### src/rtl/lat_pkg.sv
package lat_pkg;
  // number of bypassable holding stages between capture and output
  parameter int unsigned NPIPE  = 2;
  localparam int unsigned LAT_MAX = NPIPE + 1;
  localparam int unsigned LAT_W   = $clog2(LAT_MAX + 1);
  localparam int unsigned CODE_W  = 4;

  // codes are latency in half-cycle units; only whole cycles map to stages
  function automatic logic code_legal(input logic [CODE_W-1:0] code);
    return (code[0] == 1'b0) && (code >= CODE_W'(2)) &&
           (32'(code) <= 2 * LAT_MAX);
  endfunction

  function automatic logic [LAT_W-1:0] code_to_lat(input logic [CODE_W-1:0] code);
    return LAT_W'(code >> 1);
  endfunction
endpackage

### src/rtl/lat_stage.sv
module lat_stage #(
  parameter int unsigned DW = 16
) (
  input  logic          clk,
  input  logic          rst_n,
  input  logic          en,
  input  logic          in_vld,
  input  logic [DW-1:0] in_data,
  output logic          q_vld,
  output logic [DW-1:0] q_data
);
  // a disabled (bypassed) stage holds nothing
  always_ff @(posedge clk) begin
    if (!rst_n) begin
      q_vld  <= 1'b0;
      q_data <= '0;
    end else if (en && in_vld) begin
      q_vld  <= 1'b1;
      q_data <= in_data;
    end else begin
      q_vld  <= 1'b0;
      q_data <= '0;
    end
  end
endmodule

### src/rtl/lat_cfg.sv
module lat_cfg
  import lat_pkg::*;
(
  input  logic              clk,
  input  logic              rst_n,
  input  logic              mrs_vld,
  input  logic [CODE_W-1:0] mrs_code,
  input  logic              idle,
  output logic [LAT_W-1:0]  act_lat,
  output logic              lat_err
);
  logic             ok;
  logic             take;
  logic             pend_vld;
  logic [LAT_W-1:0] pend_lat;

  assign ok   = code_legal(mrs_code);
  assign take = mrs_vld && ok;

  always_ff @(posedge clk) begin
    if (!rst_n) begin
      act_lat  <= LAT_W'(LAT_MAX);
      pend_vld <= 1'b0;
      pend_lat <= '0;
      lat_err  <= 1'b0;
    end else begin
      if (mrs_vld && !ok) lat_err <= 1'b1;
      if (take) begin
        if (idle) begin
          act_lat  <= code_to_lat(mrs_code);
          pend_vld <= 1'b0;
        end else begin
          pend_lat <= code_to_lat(mrs_code);
          pend_vld <= 1'b1;
        end
      end else if (pend_vld && idle) begin
        act_lat  <= pend_lat;
        pend_vld <= 1'b0;
      end
    end
  end


  err_sticky_chk: assert property (@(posedge clk) disable iff (!rst_n)
    lat_err |=> lat_err);

  bad_code_keeps_lat_chk: assert property (@(posedge clk) disable iff (!rst_n)
    (mrs_vld && !ok && !pend_vld) |=> $stable(act_lat));

  busy_keeps_lat_chk: assert property (@(posedge clk) disable iff (!rst_n)
    !idle |=> $stable(act_lat));
endmodule

### src/rtl/lat_pipe.sv
module lat_pipe
  import lat_pkg::*;
#(
  parameter int unsigned DW = 16
) (
  input  logic              clk,
  input  logic              rst_n,
  input  logic              rd_vld,
  input  logic [DW-1:0]     rd_data,
  input  logic              mrs_vld,
  input  logic [CODE_W-1:0] mrs_code,
  output logic              dout_vld,
  output logic [DW-1:0]     dout,
  output logic              lat_err
);
  logic [LAT_W-1:0] act_lat;
  logic             s_vld [0:NPIPE];
  logic [DW-1:0]    s_dat [0:NPIPE];
  logic             idle;
  logic             sel_vld;
  logic [DW-1:0]    sel_dat;

  // capture stage: always in the path
  lat_stage #(.DW(DW)) u_cap (
    .clk(clk), .rst_n(rst_n), .en(1'b1),
    .in_vld(rd_vld), .in_data(rd_data),
    .q_vld(s_vld[0]), .q_data(s_dat[0])
  );

  // holding stage i is in the path when latency exceeds i
  for (genvar i = 1; i <= NPIPE; i++) begin : g_hold
    logic use_stg;
    assign use_stg = (32'(act_lat) > i);
    lat_stage #(.DW(DW)) u_hold (
      .clk(clk), .rst_n(rst_n), .en(use_stg),
      .in_vld(s_vld[i-1]), .in_data(s_dat[i-1]),
      .q_vld(s_vld[i]), .q_data(s_dat[i])
    );
  end

  always_comb begin
    idle = 1'b1;
    for (int k = 0; k <= NPIPE; k++) if (s_vld[k]) idle = 1'b0;
  end

  // bypass selection: output taps the last stage in the path
  always_comb begin
    sel_vld = 1'b0;
    sel_dat = '0;
    for (int k = 0; k <= NPIPE; k++) begin
      if (32'(act_lat) == k + 1) begin
        sel_vld = s_vld[k];
        sel_dat = s_dat[k];
      end
    end
  end

  always_ff @(posedge clk) begin
    if (!rst_n) begin
      dout_vld <= 1'b0;
      dout     <= '0;
    end else begin
      dout_vld <= sel_vld;
      dout     <= sel_vld ? sel_dat : '0;
    end
  end

  lat_cfg u_cfg (
    .clk(clk), .rst_n(rst_n),
    .mrs_vld(mrs_vld), .mrs_code(mrs_code),
    .idle(idle), .act_lat(act_lat), .lat_err(lat_err)
  );


  lat1_timing_chk: assert property (@(posedge clk) disable iff (!rst_n)
    (s_vld[0] && act_lat == LAT_W'(1)) |=> dout_vld);

  lat2_timing_chk: assert property (@(posedge clk) disable iff (!rst_n)
    (s_vld[0] && act_lat == LAT_W'(2)) |=> ##1 dout_vld);

  lat3_timing_chk: assert property (@(posedge clk) disable iff (!rst_n)
    (s_vld[0] && act_lat == LAT_W'(3)) |=> ##2 dout_vld);

  idle_zero_chk: assert property (@(posedge clk) disable iff (!rst_n)
    !dout_vld |-> (dout == '0));
endmodule

### config.mk
export PLATFORM = sky130hd
export DESIGN_NAME = lat_pipe
export DESIGN_NICKNAME = d
export VERILOG_FILES = /design/src/rtl/lat_pkg.sv /design/src/rtl/lat_stage.sv /design/src/rtl/lat_cfg.sv /design/src/rtl/lat_pipe.sv
export SDC_FILE = /design/constraint.sdc
export NUM_CORES = 1
export LEC_CHECK = 0
export BUFFER_PORTS_ARGS = -buffer_cell sky130_fd_sc_hd__buf_2
export CAP_MARGIN = 20
export CORE_UTILIZATION = 58
export CTS_CLUSTER_DIAMETER = 200
export CTS_CLUSTER_SIZE = 30
export DETAILED_ROUTE_END_ITERATION = 6
export HOLD_SLACK_MARGIN = 0.02
export PLACE_DENSITY = 0.82
export SYNTH_ARGS = -nofsm -noshare
export SYNTH_HDL_FRONTEND = slang
export SYNTH_SLANG_ARGS = --single-unit
### constraint.sdc
create_clock -name clk -period 3.95 [get_ports clk]
set_input_delay 0.79 -clock clk [delete_from_list [all_inputs] [get_ports clk]]
set_output_delay 0.79 -clock clk [all_outputs]
set_load 0.1 [all_outputs]
==> results.yml <==
logic_synthesis:
  syn-mean-instance-area_um2: 11.5
  synth-main-ff-cell: "sky130_fd_sc_hd__dfxtp_1"
  synth_top_area_cell: "sky130_fd_sc_hd__dfxtp_1"
  synth-edff-count: 0
  synth_fp_nets: 242
  synth_area_um2: 2500
  synth_top_area_cells: "sky130_fd_sc_hd__dfxtp_1 59%, sky130_fd_sc_hd__and2_1 8.3%, sky130_fd_sc_hd__mux2_2 7.2%, sky130_fd_sc_hd__a22oi_1 4.8%, sky130_fd_sc_hd__and3_1 4.3%"
  number_of_distinct_library_cells_after_synthesis: 31
  post-synth-top-count-cell: "sky130_fd_sc_hd__dfxtp_1"
  synthArstFlopShare_pct: 0
  netlist.area_leader.share_pct: 59.3
  ys_warn_count: 0
  yosysSeqAreaShare_pct: 59.3
  ys_top_cells_by_count: "74 x sky130_fd_sc_hd__dfxtp_1, 33 x sky130_fd_sc_hd__and2_1, 18 x sky130_fd_sc_hd__nor3_1"
  synthCells: 218
  yosys_register_bits: 74
clock_tree:
  clkTransAtPathRegs_ps: 70
  post_cts_resize_count: 0
  cts_max_level: 3
  cts.hold.buffers_added: 0
  clock_sinks: 74
  cts_inserted_buffers: 9
  clock_latency_ps: 340
  cts_tree: "done"
  cts_setup_buffers: 0
  cts-root-buf: "sky130_fd_sc_hd__clkbuf_8"
  clockBufferDepth: 2
floorplanning:
  die_h_um: 67.6
  initial_core_util_pct: 61.5
  placementRows: 23
  io-pin-count: 42
  die_width_um: 67.6
  core_footprint_um2: 4060
  die_area_um2: 4570
timing:
  slew_at_the_pin_closest_to_its_max_slew_limit_ps: 875
  slew-limit-headroom_pct: 41.6
  setup_violations: 0
  clock_skew_ps: 8.02
  post-route-period-util_pct: 51.4
  rsz0062_at_grt: "no"
  timing.fmax_mhz: 493
  setup_total_negative_slack_ps: 0
  finalHoldViolations: 0
  min_clock_period_post_route_ps: 2030
  count_of_pins_over_their_slew_limit: 0
  setup_ws_ps: 1920
detailed_routing:
  via_count: 1648
  drc: 0
  route.antenna.remaining_nets: 0
  drt_first_iter_violations: 116
  detail_route.first_pass.iterations: 4
  drt-wirelength-per-cell_um: 14.0
  vias_per_cell: 5.32
  detail_route.wirelength_um: 4350
global_routing:
  globalRoute.totalOverflow: 0
  grt.total_usage_pct: 22.7
  grt_pass1_vias: 1575
  pin_count_of_the_biggest_net_entering_global_routing: 26
  grt_first_pass_wirelength_um: 7270
  number_of_antenna_violations_at_the_first_check_in_global_routing: 0
worst_setup_path:
  arrival_time_worst_endpoint_ps: 2280
  cp-end-kind: "register"
  cp_data_required_time_ps: 4200
  worstSetupStartpointType: "register"
  worst-r2r-setup-slack_ps: 1920
  worstPathMaxFanout: 21
  timing_worst_setup_path_type: "register to register"
job:
  drv_cap: 0
placement:
  place_ws_ps: 1830
  dpl.cell_count: 294
  gpl.final_weighted_congestion: 0.730
  post_dp_cell_area_um2: 2680
  numPortBuffers: 41
  detailed_place_hpwl_um: 2810
finish:
  synthToLayoutAreaGrowth_pct: 14.1
  final_cell_area_um2: 2850
  finish.net_count: 279
  layout.core_utilization_pct: 70.2
  final_cell_count_no_fill: 310
  drive_above_1_share_pct: 28.1
  insertedDiodeCount: 0
worst_hold_path:
  hold_class: "register to register"
power:
  power.leakage_nw: 1.30
  worst_vdd_ir_uv: 281
  powerDensity_nw_per_um2: 467
status:
  run_status: "completed"
## layer usage
layer	global-route usage [%]	wire length, um	share of wire (%)
met1	27.2	1910	44
met2	36.3	2170	50
met3	5.57	162	3.7
met4	14.4	104	2.4
met5	0	0	0
## critical path, cell delays in order, from the launching register on
cell and delay [ps]:
sky130_fd_sc_hd__dfxtp_1 900, sky130_fd_sc_hd__nor2b_1 340, sky130_fd_sc_hd__buf_4 270, sky130_fd_sc_hd__a22oi_4 160, sky130_fd_sc_hd__nor3_1 270
## flip-flops by register name, indices dropped and copies added, names as in the netlist
name and flops:
u_cap.q_data 16, dout_vld 1, g_hold.u_hold.q_data 32, u_cap.q_vld 1, g_hold.u_hold.q_vld 2, dout 16
u_cfg.pend_vld 1, u_cfg.act_lat 2, u_cfg.pend_lat 2, u_cfg.lat_err 1
## cells by family (layout without fill, tap and decap cells)
group / Yosys count / in the layout / share of synthesized area, %
and+or+nand+nor: 83 / 83 / 20.1
DFF: 74 / 74 / 59.3
muxes: 19 / 19 / 8.62
AOI/OAI and AO/OA: 25 / 25 / 8.27
buffers and inverters: 17 / 59 / 3.71
## placed cells by master, fill, tap and decap left out, drive strengths merged
cell type and count:
a21boi 1, a21oi 1, a221oi 2, a22oi 17, and2 33, and3 17
and3b 2, and4 1, buf 42, clkbuf 14, clkinv 1, clkinvlp 1
dfxtp 74, inv 1, mux2 17, mux2i 2, nand2 2, nand4bb 1
nor2 4, nor2b 1, nor3 18, nor3b 1, o211a 1, o21a 1
o2bb2ai 2, or2 1, or3 1, or4bb 1
## metrics by stage
step | power, W | hold WS, ps
after floorplan | 0.000831 | 426
after global placement | 0.000850 | 436
after detailed placement | 0.000851 | 438
after CTS | 0.00134 | 457
after global routing | 0.00139 | 472
final | 0.00133 | 454
## report_power, final
| part | internal (W) | total [W] | switching [W] |
|---|---|---|---|
| Clock | 0.000245 | 0.000495 | 0.000249 |
| Combinational | 0.0000261 | 0.0000640 | 0.0000379 |
| Sequential | 0.000758 | 0.000771 | 0.0000123 |
| Total | 0.00103 | 0.00133 | 0.000300 |
## cell type report
cell class	count	area, um^2
Timing Repair Buffer	42	213
Clock buffer	14	153
Clock inverter	2	12.5
Fill cell	314	1210
Tap cell	50	62.6
Sequential cell	74	1480
Multi-Input combinational cell	127	922
Inverter	1	3.75
## final timing paths
path / from / end / cells after the start
worst max-delay path: u_cfg.act_lat[1]$_SDFFE_PN1P_ / dout[6]$_SDFF_PN0_ / 4
worst min-delay path: g_hold[1].u_hold.q_data[2]$_SDFF_PN0_ / g_hold[2].u_hold.q_data[2]$_SDFF_PN0_ / 1
worst max register to register: u_cfg.act_lat[1]$_SDFFE_PN1P_ / dout[6]$_SDFF_PN0_ / 4
worst min register to register: g_hold[1].u_hold.q_data[2]$_SDFF_PN0_ / g_hold[2].u_hold.q_data[2]$_SDFF_PN0_ / 1
Power figures use the tool's default switching activity.
